**src/rtl/merge_pkg.sv**
```systemverilog
package merge_pkg;

  // Which source currently owns the output slot
  typedef enum logic {
    SIDE_LEFT  = 1'b0,
    SIDE_RIGHT = 1'b1
  } side_e;

  // Strobe pair handed to the two serial sources
  typedef struct packed {
    logic left_en;
    logic right_en;
  } shift_en_t;

  function automatic shift_en_t enables_for(side_e s);
    shift_en_t e;
    e.left_en  = (s == SIDE_LEFT);
    e.right_en = (s == SIDE_RIGHT);
    return e;
  endfunction

endpackage

```
**src/rtl/merge_frame_counter.sv**
```systemverilog
module merge_frame_counter
  import merge_pkg::*;
#(
  parameter int FRAME_BITS = 64,
  localparam int CW = $clog2(FRAME_BITS)
) (
  input  logic  clk,
  input  logic  rst,
  output side_e side
);

  logic [CW-1:0] count_q;

  // Free-running divide-by-FRAME_BITS; wraps naturally for power-of-two sizes
  always_ff @(posedge clk) begin
    if (rst) begin
      count_q <= '0;
    end else begin
      count_q <= count_q + CW'(1);
    end
  end

  // The top bit is the half-frame indicator
  assign side = side_e'(count_q[CW-1]);

endmodule

```
**src/rtl/merge_lane_select.sv**
```systemverilog
module merge_lane_select
  import merge_pkg::*;
(
  input  side_e side,
  input  logic  left_din,
  input  logic  right_din,
  output logic  mux_bit,
  output logic  left_en,
  output logic  right_en
);

  shift_en_t en;

  always_comb begin
    en = enables_for(side);
    unique case (side)
      SIDE_LEFT:  mux_bit = left_din;
      SIDE_RIGHT: mux_bit = right_din;
      default:    mux_bit = 1'b0;
    endcase
  end

  assign left_en  = en.left_en;
  assign right_en = en.right_en;

endmodule

```
**src/rtl/merge_retime.sv**
```systemverilog
module merge_retime (
  input  logic clk,
  input  logic rst,
  input  logic d,
  output logic q
);

  always_ff @(posedge clk) begin
    if (rst) begin
      q <= 1'b0;
    end else begin
      q <= d;
    end
  end

endmodule

```
**src/rtl/dual_serial_merger.sv**
```systemverilog
module dual_serial_merger
  import merge_pkg::*;
#(
  parameter int FRAME_BITS = 64,
  parameter bit RETIME     = 1'b1
) (
  input  logic clk,
  input  logic rst,
  input  logic left_din,
  input  logic right_din,
  output logic ser_dout,
  output logic frame_sel,
  output logic left_shift_en,
  output logic right_shift_en
);

  side_e side;
  logic  mux_bit;

  merge_frame_counter #(.FRAME_BITS(FRAME_BITS)) u_counter (
    .clk  (clk),
    .rst  (rst),
    .side (side)
  );

  merge_lane_select u_select (
    .side      (side),
    .left_din  (left_din),
    .right_din (right_din),
    .mux_bit   (mux_bit),
    .left_en   (left_shift_en),
    .right_en  (right_shift_en)
  );

  assign frame_sel = (side == SIDE_RIGHT);

  generate
    if (RETIME) begin : g_retime
      merge_retime u_retime (
        .clk (clk),
        .rst (rst),
        .d   (mux_bit),
        .q   (ser_dout)
      );
    end else begin : g_direct
      assign ser_dout = mux_bit;
    end
  endgenerate

endmodule

```
**config.mk**
```make
export PLATFORM = sky130hd
export DESIGN_NAME = dual_serial_merger
export DESIGN_NICKNAME = d
export VERILOG_FILES = /design/src/rtl/merge_pkg.sv /design/src/rtl/merge_frame_counter.sv /design/src/rtl/merge_lane_select.sv /design/src/rtl/merge_retime.sv /design/src/rtl/dual_serial_merger.sv
export SDC_FILE = /design/constraint.sdc
export NUM_CORES = 1
export LEC_CHECK = 0
export ABC_AREA = 1
export BUFFER_PORTS_ARGS = -buffer_cell sky130_fd_sc_hd__buf_2
export CORE_AREA = 10 10 47 49
export CTS_BUF_LIST = sky130_fd_sc_hd__clkbuf_4
export DETAILED_ROUTE_END_ITERATION = 10
export DIE_AREA = 0 0 57 59
export HOLD_SLACK_MARGIN = 0.05
export PLACE_DENSITY_LB_ADDON = 0.3
export SLEW_MARGIN = 20
export SYNTH_ARGS = -nofsm -noshare
export SYNTH_HDL_FRONTEND = slang
export SYNTH_SLANG_ARGS = --single-unit
```
**constraint.sdc**
```tcl
create_clock -name clk -period 0.8 [get_ports clk]
set_input_delay 0.12 -clock clk [delete_from_list [all_inputs] [get_ports clk]]
set_output_delay 0.12 -clock clk [all_outputs]
set_load 0.01 [all_outputs]
```
==> metrics.txt, run 1 <==
Syn Area/Cell 7.61 um^2; FF-to-FF setup slack -0.03 ns; synth warn 0; synth unique cells 15; CP max-delay cell dfxtp_4; Post-DP Area around 360 um^2; placed cells 61; Finished Layout Cells slightly below 70; post-synth top area share a little under 50%; leakage power around 0.23 nW; worst hold slack roughly 0.085 ns; Detailed Place HPWL between 400 and 500 um; DR vias about 280; share of cells above drive strength 1 roughly two thirds; RSZ-0062 raised after global routing yes; PD cells approximately 1700 mW/mm^2; number of remaining DRC errors 0; router iterations before antenna repair 3; cts bufs inserted 3; Iter 0 DRT Violations 3; RePlAce Congestion between 0.6 and 0.7; initial antenna violation count 0; die height 59 um; synthesis-stage register bit count 7; post-detailed-route wirelength per cell roughly 9.6 um; final setup fails 6; Final Max Slew Viols 0; CP max FO 4; hold-fix buffer count after cts 0; pre-CTS setup slack -0.0358 ns; cell family with most CP delay flip-flops; Slew @ Worst Pin roughly 0.17 ns; Bufs and invs on worst path 2; final hold violations 0; fillcell total roughly 160; PortBufs 7; htree depth 1; Pwr Total approximately 800 uW; Worst Slack Setup Final -0.0741 ns; Worst Setup Path Type flop to output port; Cells after Synth 38; pin count of the biggest net entering global routing 6; Critical Path RT 0.68 ns; CTS root buf clkbuf_4; global-route wire length before repair slightly below 1 mm; Post-Syn Area around 290 um^2; routed vias/inst just over 4; Inserted Diodes 0; commonest cells after routing, fill and taps aside buf_2, nor2_1, inv_1; Rows 14; critical path, cell by cell inv_2, buf_6; vias in the first global route approximately 260; Mapped Nets 43; post-layout util between 30% and 40%; Synth Area in Simple Gates roughly a quarter; status complete, but fails checks; Max Clock Skew ~0.007 ns; Clk pin slew, worst setup/hold paths around 0.050 ns; Final Critical Period roughly 0.87 ns; fin area between 400 and 500 um^2; Slew HR roughly nine tenths; die width between 50 and 60 um; Synth area leaders dfxtp_1, inv_1, nor2_1; worst vdd ir slightly below 1 mV; Reg-to-Reg Start u_counter.count_q[0]$_SDFF_PP0_; TritonCTS clock tree yes; area leader, netlist dfxtp_1; failing checks negative setup slack; GRT Overall Usage under 10%; Post-layout nets slightly below 60; total core area between 0.001 and 0.0015 mm^2; WL final ~650 um; critical path's largest stage delay about 0.35 ns; Max Fclk between 1 and 1.5 GHz; die area roughly 0.0034 mm^2; final cycle utilization of the critical path 109%; FF-to-FF End u_counter.count_q[4]$_SDFF_PP0_; number of max-cap violations 0; main combinational cell family by area after synthesis simple AND/OR/NAND/NOR gates; P&R area growth vs syn 65.4%; commonest non-fill, non-tap cell in the layout buf_2; Crit. path cell count 2; GRT overflow 0; post-synthesis mux area share 0%; TNS Setup -0.248 ns; worst skew pair latency ~0.25 ns; Ports 8; hold depth 3; crit path to left_shift_en; Hold Path Class input port to flop; Critical Path Start u_counter.count_q[5]$_SDFF_PP0_; clock sink count 7; WP data arrival 0.75 ns; Post-Synth XOR/XNOR Area 0%; Routed Antenna Nets 0; part of the Yosys area used for sequential elements between 40% and 50%; Critical Path End Type output port; Clock Tree Buf Depth 2; adder-cell area share of the yosys netlist roughly 4.3%; CP Launch Type flop; Compound-Gate Fraction of Synth Area 10.4%; R2R cell count 4; Starting Density slightly above 20%
[how the worst min path moves through the flow]
stage               from                         endpoint  slack, ns
2_1_floorplan        rst  u_counter.count_q[0]$_SDFF_PP0_       0.18
3_3_place_gp         rst  u_counter.count_q[0]$_SDFF_PP0_       0.34
3_5_place_dp         rst  u_counter.count_q[1]$_SDFF_PP0_       0.34
4_1_cts              rst  u_counter.count_q[1]$_SDFF_PP0_       0.08
5_1_grt        right_din   g_retime.u_retime.q$_SDFF_PP0_       0.08
6_report       right_din   g_retime.u_retime.q$_SDFF_PP0_       0.09
[cells by family (layout without fill, tap and decap cells)]
family / Yosys count / after routing
fa+ha+maj: 1 / 1
buf+inv: 9 / 23
flops: 7 / 7
simple gates: 15 / 15
compound gates: 6 / 6
[synth_stat cells]
cell type,count
dfxtp_1,7
inv_1,6
nor2_1,6
nand2_1,5
a21oi_1,3
o21ai_1,2
buf_4,1
clkinv_1,1
ha_1,1
inv_2,1
nand2_2,1
nand3_1,1
nor2_4,1
nor3_1,1
o21ai_0,1
[report_power, final]
group / switching [mW] / internal (mW)
clock: 0.130 / 0.224
sequential: 0.0182 / 0.360
combinational: 0.0339 / 0.0333
[layer usage]
layer | up-vias | routed length, um | part of all wire [%] | GRT usage [%]
met2 | 11 | 289 | 44 | 4.81
li1 | 146 | - | - | -
met5 | - | 0 | 0 | 0
met4 | 0 | 0 | 0 | 2.01
met1 | 119 | 249 | 38 | 3.46
met3 | 0 | 115 | 18 | 5.58
[repair_timing]
item | CTS | global route
pin swaps | 1 | 5
setup buffers | 2 | 1
gates resized for setup | 5 | 15
endpoints found under the setup margin | 7 | 8
cloned | 0 | 0
[registers in the layout (all words and copies together) (netlist names)]
register and flops:
u_counter.count_q 6, g_retime.u_retime.q 1
[layout make-up]
type / instances / area, um^2 / share of cell area, %
tap: 16 / 20.0 / 4.19
clock buffer: 4 / 30.0 / 6.28
multi-input combinational: 22 / 169 / 35.3
sequential: 7 / 155 / 32.5
timing repair buffer: 11 / 71.3 / 14.9
inverter: 8 / 32.5 / 6.81
[worst register-to-register path, stage by stage (launching register included)]
cell and delay, ns:
dfxtp_4 0.36, ha_4 0.15, nand2_4 0.06, o21ai_2 0.13, a21oi_2 0.04
Note: power is estimated with default switching activity, not from simulation.
==> run 2: changes to the inputs <==
- clock period: 0.8 -> 0.91 ns (I/O delays scaled with it)
==> run 2 against run 1 <==
  * Hold slack improved by 0.020 ns
  * Sequential cell count did not move
  * Worst setup slack improved by 0.082 ns
  * The run now ends clean
  * Count of clock-buffer cells in the layout unchanged
  * Global-route usage about the same
  * Cell count decreased by 1.5%
  * Clock power decreased by 11%
  * Clock skew rose by 0.0013 ns
  * Critical endpoint unchanged
  * Register-to-register slack improved by 0.10 ns
  * Wire length shrank 15%
  * Largest cell class is now flip-flops and latches
  * Sequential share of layout area increased by 3.1 points
==> metrics.txt, run 2 (synthesized netlist as in run 1, its figures left out) <==
top flop regs u_counter.count_q (6), g_retime.u_retime.q (1) (unchanged); commonest cells after routing, fill and taps aside nor2_1, buf_2, inv_1 (was buf_2, nor2_1, inv_1); Critical Path RT 0.77 ns (was 0.68 ns); Slew HR 91.3% (was 88.9%); Ports 8 (unchanged); WP data arrival 0.77 ns (was 0.75 ns); Detailed Place HPWL 454 um (was 441 um); Final Max Slew Viols 0 (unchanged); max reg flops 6 (unchanged); GRT overflow 0 (unchanged); pin count of the biggest net entering global routing 6 (unchanged); PD cells 1680 mW/mm^2 (was 1670 mW/mm^2); hold-fix buffer count after cts 0 (unchanged); CP Launch Type flop (unchanged); clock sink count 7 (unchanged); worst hold slack 0.105 ns (was 0.0854 ns); share of cells above drive strength 1 49.0% (was 67.3%); WL final 559 um (was 654 um); leakage power 0.193 nW (was 0.229 nW); Slew @ Worst Pin 0.131 ns (was 0.165 ns); die area 0.00336 mm^2 (unchanged); worst skew pair latency 0.25 ns (about the same); htree depth 1 (unchanged); RSZ-0062 raised after global routing yes (unchanged); Clock Tree Buf Depth 2 (unchanged); final hold violations 0 (unchanged); router iterations before antenna repair 2 (was 3); post-layout util 29.4% (was 34.1%); initial antenna violation count 0 (unchanged); Worst Setup Path Type flop to output port (unchanged); number of remaining DRC errors 0 (unchanged); CP max-delay cell dfxtp_4 (unchanged); Final Critical Period around 0.90 ns; Critical Path End Type output port (unchanged); Rows 14 (unchanged); die height 59 um (unchanged); Iter 0 DRT Violations 2 (was 3); GRT Overall Usage 3.94% (was 3.98%); Post-layout nets 57 (was 58); Inserted Diodes 0 (unchanged); vias in the first global route 253 (was 264); P&R area growth vs syn 42.4% (was 65.4%); status completed (was complete, but fails checks); critical path's largest stage delay 0.36 ns (was 0.35 ns); die width 57 um (unchanged); Starting Density 20.6% (unchanged); global-route wire length before repair 952 um (was 972 um); Most flops, register u_counter.count_q (unchanged); TritonCTS clock tree yes (unchanged); Hold Path Class input port to flop (unchanged); DR vias 266 (was 276); cts bufs inserted 3 (unchanged); Clk pin slew, worst setup/hold paths 0.06 ns (was 0.05 ns); CTS root buf clkbuf_4 (unchanged); worst vdd ir 0.792 mV (was 0.962 mV); Routed Antenna Nets 0 (unchanged); final setup fails 0 (was 6); PortBufs 7 (unchanged); CP max FO 5 (was 4); final cycle utilization of the critical path between 90% and 100%; Max Fclk 1.11 GHz; Max Clock Skew 0.00845 ns (was 0.00716 ns); total core area 0.00140 mm^2 (unchanged); critical path, cell by cell inv_2, buf_6 (unchanged); post-detailed-route wirelength per cell 8.34 um (was 9.62 um); number of max-cap violations 0 (unchanged); RePlAce Congestion 0.629 (was 0.663); routed vias/inst 3.97 (was 4.06)
[run 2: per-stage QoR]
| stage | worst slack (ns) | setup TNS, ns | cell area (um^2) | cells | power [mW] |
|---|---|---|---|---|---|
| global placement | 0.0114 | 0 | 352 | 62 | 0.380 |
| floorplan | 0.0310 | 0 | 289 | 38 | 0.360 |
| finish | 0.00818 | 0 | 412 | 67 | 0.691 |
| CTS | -0.00886 | -0.00920 | 397 | 67 | 0.703 |
| detailed placement | 0.0156 | 0 | 352 | 62 | 0.381 |
| global route | -0.0271 | -0.0511 | 412 | 67 | 0.730 |
[run 2: routing by layer]
metal	part of all wire, %	track usage, %	up-vias	wire length [um]
li1	-	-	141	-
met1	46	3.35	114	257
met2	38	5.12	11	213
met3	16	5.15	0	88
met4	0	2.01	0	0
met5	0	0	-	0
[run 2: power breakdown]
group          switching [mW]  internal [mW]
clock network           0.118          0.197
registers             0.00807          0.319
logic                  0.0253         0.0231
[run 2: worst paths after layout]
kind | startpoint | endpoint | slack, ns | cells after the start
max | u_counter.count_q[5]$_SDFF_PP0_ | left_shift_en | 0.008 | 2
min | left_din | g_retime.u_retime.q$_SDFF_PP0_ | 0.10 | 3
max reg2reg | u_counter.count_q[1]$_SDFF_PP0_ | u_counter.count_q[4]$_SDFF_PP0_ | 0.07 | 5
min reg2reg | u_counter.count_q[4]$_SDFF_PP0_ | u_counter.count_q[4]$_SDFF_PP0_ | 0.44 | 2
[run 2: repair_timing]
| action | CTS | global route |
|---|---|---|
| setup buffers | 1 | 0 |
| resized for setup | 3 | 8 |
| endpoints found under the setup margin | 3 | 6 |
| endpoints found under the hold margin | 0 | 0 |
[run 2: area by class of cell]
cell class | count | area [um^2]
clock buffer | 4 | 30.0
fill | 161 | 990
inverter | 8 | 30.0
multi-input combinational | 22 | 121
sequential | 7 | 146
tap | 16 | 20.0
timing repair buffer | 10 | 63.8
[run 2: critical path, delay by kind of cell, from the launching register on]
family,cells,cell delay [ns]
DFF,1,0.36
buffers and inverters,2,0.15
==> run 3: changes to the inputs <==
- SYNTH_HIERARCHICAL: unset -> 1
==> run 3 against run 2 <==
  * Count of clock-buffer cells in the layout unchanged
  * Largest cell class unchanged
  * Area after synthesis is 3.9% higher
  * Fmax increased by 0.57%
  * Critical path type unchanged
  * Combinational power rose by 19%
  * Critical path depth did not move
  * Die area did not move
  * Largest power group unchanged
  * Hold slack gained 0.032 ns
  * Wire length up 10%
  * Power up 1.2%
==> metrics.txt, run 3 <==
Sw Pwr 154 uW (was 152 uW); M2 GR Usage 6.36% (was 5.12%); CTS root buf clkbuf_4 (unchanged); Critical Path End Type output port (unchanged); Mapped Nets 44 (was 43); fin area 430 um^2 (was 412 um^2); worst skew pair latency 0.25 ns (about the same); RePlAce Congestion 0.647 (was 0.629); PD cells 1620 mW/mm^2 (was 1680 mW/mm^2); Final Max Slew Viols 0 (unchanged); commonest non-fill, non-tap cell in the layout inv_1; htree depth 1 (unchanged); total core area 0.00140 mm^2 (unchanged); P&R area growth vs syn 43.3% (was 42.4%); pin count of the biggest net entering global routing 8 (was 6); Worst Setup Path Type flop to output port (unchanged); Rows 14 (unchanged); status completed (unchanged); die area 0.00336 mm^2 (unchanged); router iterations before antenna repair 4 (was 2); sw frac 22.0% (was 21.9%); part of the Yosys area used for sequential elements 46.7% (was 48.5%); Cells after Synth 39 (was 38); Slew HR 90.3% (was 91.3%); met1 GRT Util 3.49% (was 3.35%); Starting Density 21.4% (was 20.6%); Post-synth EDFFs 0 (unchanged); final setup fails 0 (unchanged); Most flops, register u_counter/count_q (was u_counter.count_q); Logic pwr share 8.2% (was 7.0%); P_int 545 uW (was 540 uW); placed cells 62 (unchanged); commonest cells after routing, fill and taps aside inv_1, buf_2, nand2_1 (was nor2_1, buf_2, inv_1); hold-fix buffer count after cts 0 (unchanged); Detailed Place HPWL 437 um (was 454 um); Seq pwr share 47.6% (was 47.3%); area leader, netlist dfxtp_1 (unchanged); synth warn 6 (was 0); Pwr Total 699 uW (was 691 uW); Post-layout nets 58 (was 57); Syn Area/Cell 7.70 um^2 (was 7.61 um^2); Finished Layout Cells 68 (was 67); Most used DFF post-synth dfxtp_1 (unchanged); post-synth top area share 46.7% (was 48.5%); GRT Overall Usage 4.25% (was 3.94%); Global Route met3 Usage 4.72% (was 5.15%); Critical Path RT 0.77 ns (about the same); global-route wire length before repair 1.10 mm (was 952 um); Inserted Diodes 0 (unchanged); worst hold slack 0.137 ns (was 0.105 ns); Synth area leaders dfxtp_1, inv_1, nand2_1 (was dfxtp_1, inv_1, nor2_1); gr busiest metal met2 (was met3); clock sink count 7 (unchanged); CP max FO 5 (unchanged); fillcell total 164 (was 161); final cycle utilization of the critical path 98.5% (was 99.1%); Worst Slack Setup Final 0.0133 ns (was 0.00818 ns); top flop regs u_counter/count_q (6), g_retime.u_retime/q (1) (was u_counter.count_q (6), g_retime.u_retime.q (1)); max reg flops 6 (unchanged); Final Critical Period 0.897 ns (was 0.902 ns); Post-Syn Area 300 um^2 (was 289 um^2); post-layout util 30.7% (was 29.4%); Clk pin slew, worst setup/hold paths 0.06 ns (about the same); Hold Path Class input port to flop (unchanged); Max Clock Skew 0.00847 ns (was 0.00845 ns); critical path's largest stage delay 0.36 ns (about the same); WP data arrival 0.76 ns (was 0.77 ns); number of max-cap violations 0 (unchanged); PortBufs 7 (unchanged); Slew @ Worst Pin 0.144 ns (was 0.131 ns); worst vdd ir 0.900 mV (was 0.792 mV); WL final 616 um (was 559 um); Max Fclk 1.12 GHz (was 1.11 GHz); die height 59 um (unchanged); CP max-delay cell dfxtp_4 (unchanged); leakage power 0.194 nW (was 0.193 nW); DR vias 287 (was 266); vias in the first global route 297 (was 253); die width 57 um (unchanged); cts bufs inserted 3 (unchanged); GRT overflow 0 (unchanged); top cells by count, synth dfxtp_1, inv_1, nand2_1 (was dfxtp_1, inv_1, nor2_1); final hold violations 0 (unchanged); routed vias/inst 4.22 (was 3.97); RSZ-0062 raised after global routing yes (unchanged); post-detailed-route wirelength per cell 9.06 um (was 8.34 um); CP Launch Type flop (unchanged); TritonCTS clock tree yes (unchanged); asr flop ratio synth 0% (unchanged); Ports 8 (unchanged); Routed Antenna Nets 0 (unchanged); TNS Setup 0 ns (unchanged); synthesis-stage register bit count 7 (unchanged); initial antenna violation count 0 (unchanged); Post-DP Area 355 um^2 (was 352 um^2); share of cells above drive strength 1 46.2% (was 49.0%); Clock Tree Buf Depth 2 (unchanged); critical path, cell by cell inv_2, buf_6 (unchanged); clock power share 44.2% (was 45.7%); pre-CTS setup slack 0.0367 ns (was 0.0156 ns); number of remaining DRC errors 0 (unchanged); synth unique cells 14 (was 15); Iter 0 DRT Violations 7 (was 2)
-- run 3: worst paths after layout --
| kind | start | end | slack, ns | depth (start not counted) |
|---|---|---|---|---|
| worst max register to register | u_counter/count_q[0]$_SDFF_PP0_ | u_counter/count_q[5]$_SDFF_PP0_ | 0.09 | 5 |
| worst min-delay path | rst | g_retime.u_retime/q$_SDFF_PP0_ | 0.14 | 2 |
| worst max-delay path | u_counter/count_q[5]$_SDFF_PP0_ | left_shift_en | 0.01 | 2 |
| worst min register to register | u_counter/count_q[0]$_SDFF_PP0_ | u_counter/count_q[0]$_SDFF_PP0_ | 0.44 | 1 |
-- run 3: power groups by stage --
stage | combinational (mW) | clock, mW | sequential [mW]
2_1_floorplan | 0.0271 | 0 | 0.337
3_3_place_gp | 0.0507 | 0 | 0.335
3_5_place_dp | 0.0508 | 0 | 0.335
4_1_cts | 0.0513 | 0.324 | 0.326
5_1_grt | 0.0675 | 0.348 | 0.334
6_report | 0.0574 | 0.309 | 0.333
-- run 3: area by class of cell --
| class | count | area, um^2 | share of cell area [%] |
|---|---|---|---|
| tap | 16 | 20.0 | 4.65 |
| timing repair buffer | 10 | 63.8 | 14.8 |
| clock buffer | 4 | 30.0 | 6.98 |
| sequential | 7 | 146 | 34.0 |
| multi-input combinational | 23 | 140 | 32.6 |
| inverter | 8 | 30.0 | 6.98 |
-- run 3: cells by family (layout without fill, tap and decap cells) --
| group | Yosys count | after routing | share of synthesized area (%) |
|---|---|---|---|
| flip-flops | 7 | 7 | 46.7 |
| AO/OA/AOI/OAI | 4 | 4 | 6.66 |
| AND/OR/NAND/NOR | 17 | 17 | 27.1 |
| adder cells (fa/ha/maj) | 1 | 1 | 4.17 |
| buffers and inverters | 9 | 22 | 12.5 |
| XOR/XNOR | 1 | 1 | 2.92 |
-- run 3: critical path: cells and delay by family, from the launching register on --
kind                   cells  cell delay, ns
flip-flops                 1            0.36
buffers and inverters      2            0.15
-- run 3: per-layer routing --
metal | share of wire, % | vias up
met1 | 39 | 130
li1 | - | 143
met4 | 0 | 0
met2 | 48 | 14
met3 | 14 | 0
met5 | 0 | -
-- run 3: what timing repair did --
action | in CTS | in global routing
resized for setup | 3 | 5
buffers inserted | 2 | 0
pin swaps | 0 | 1
endpoints found under the setup margin | 3 | 6
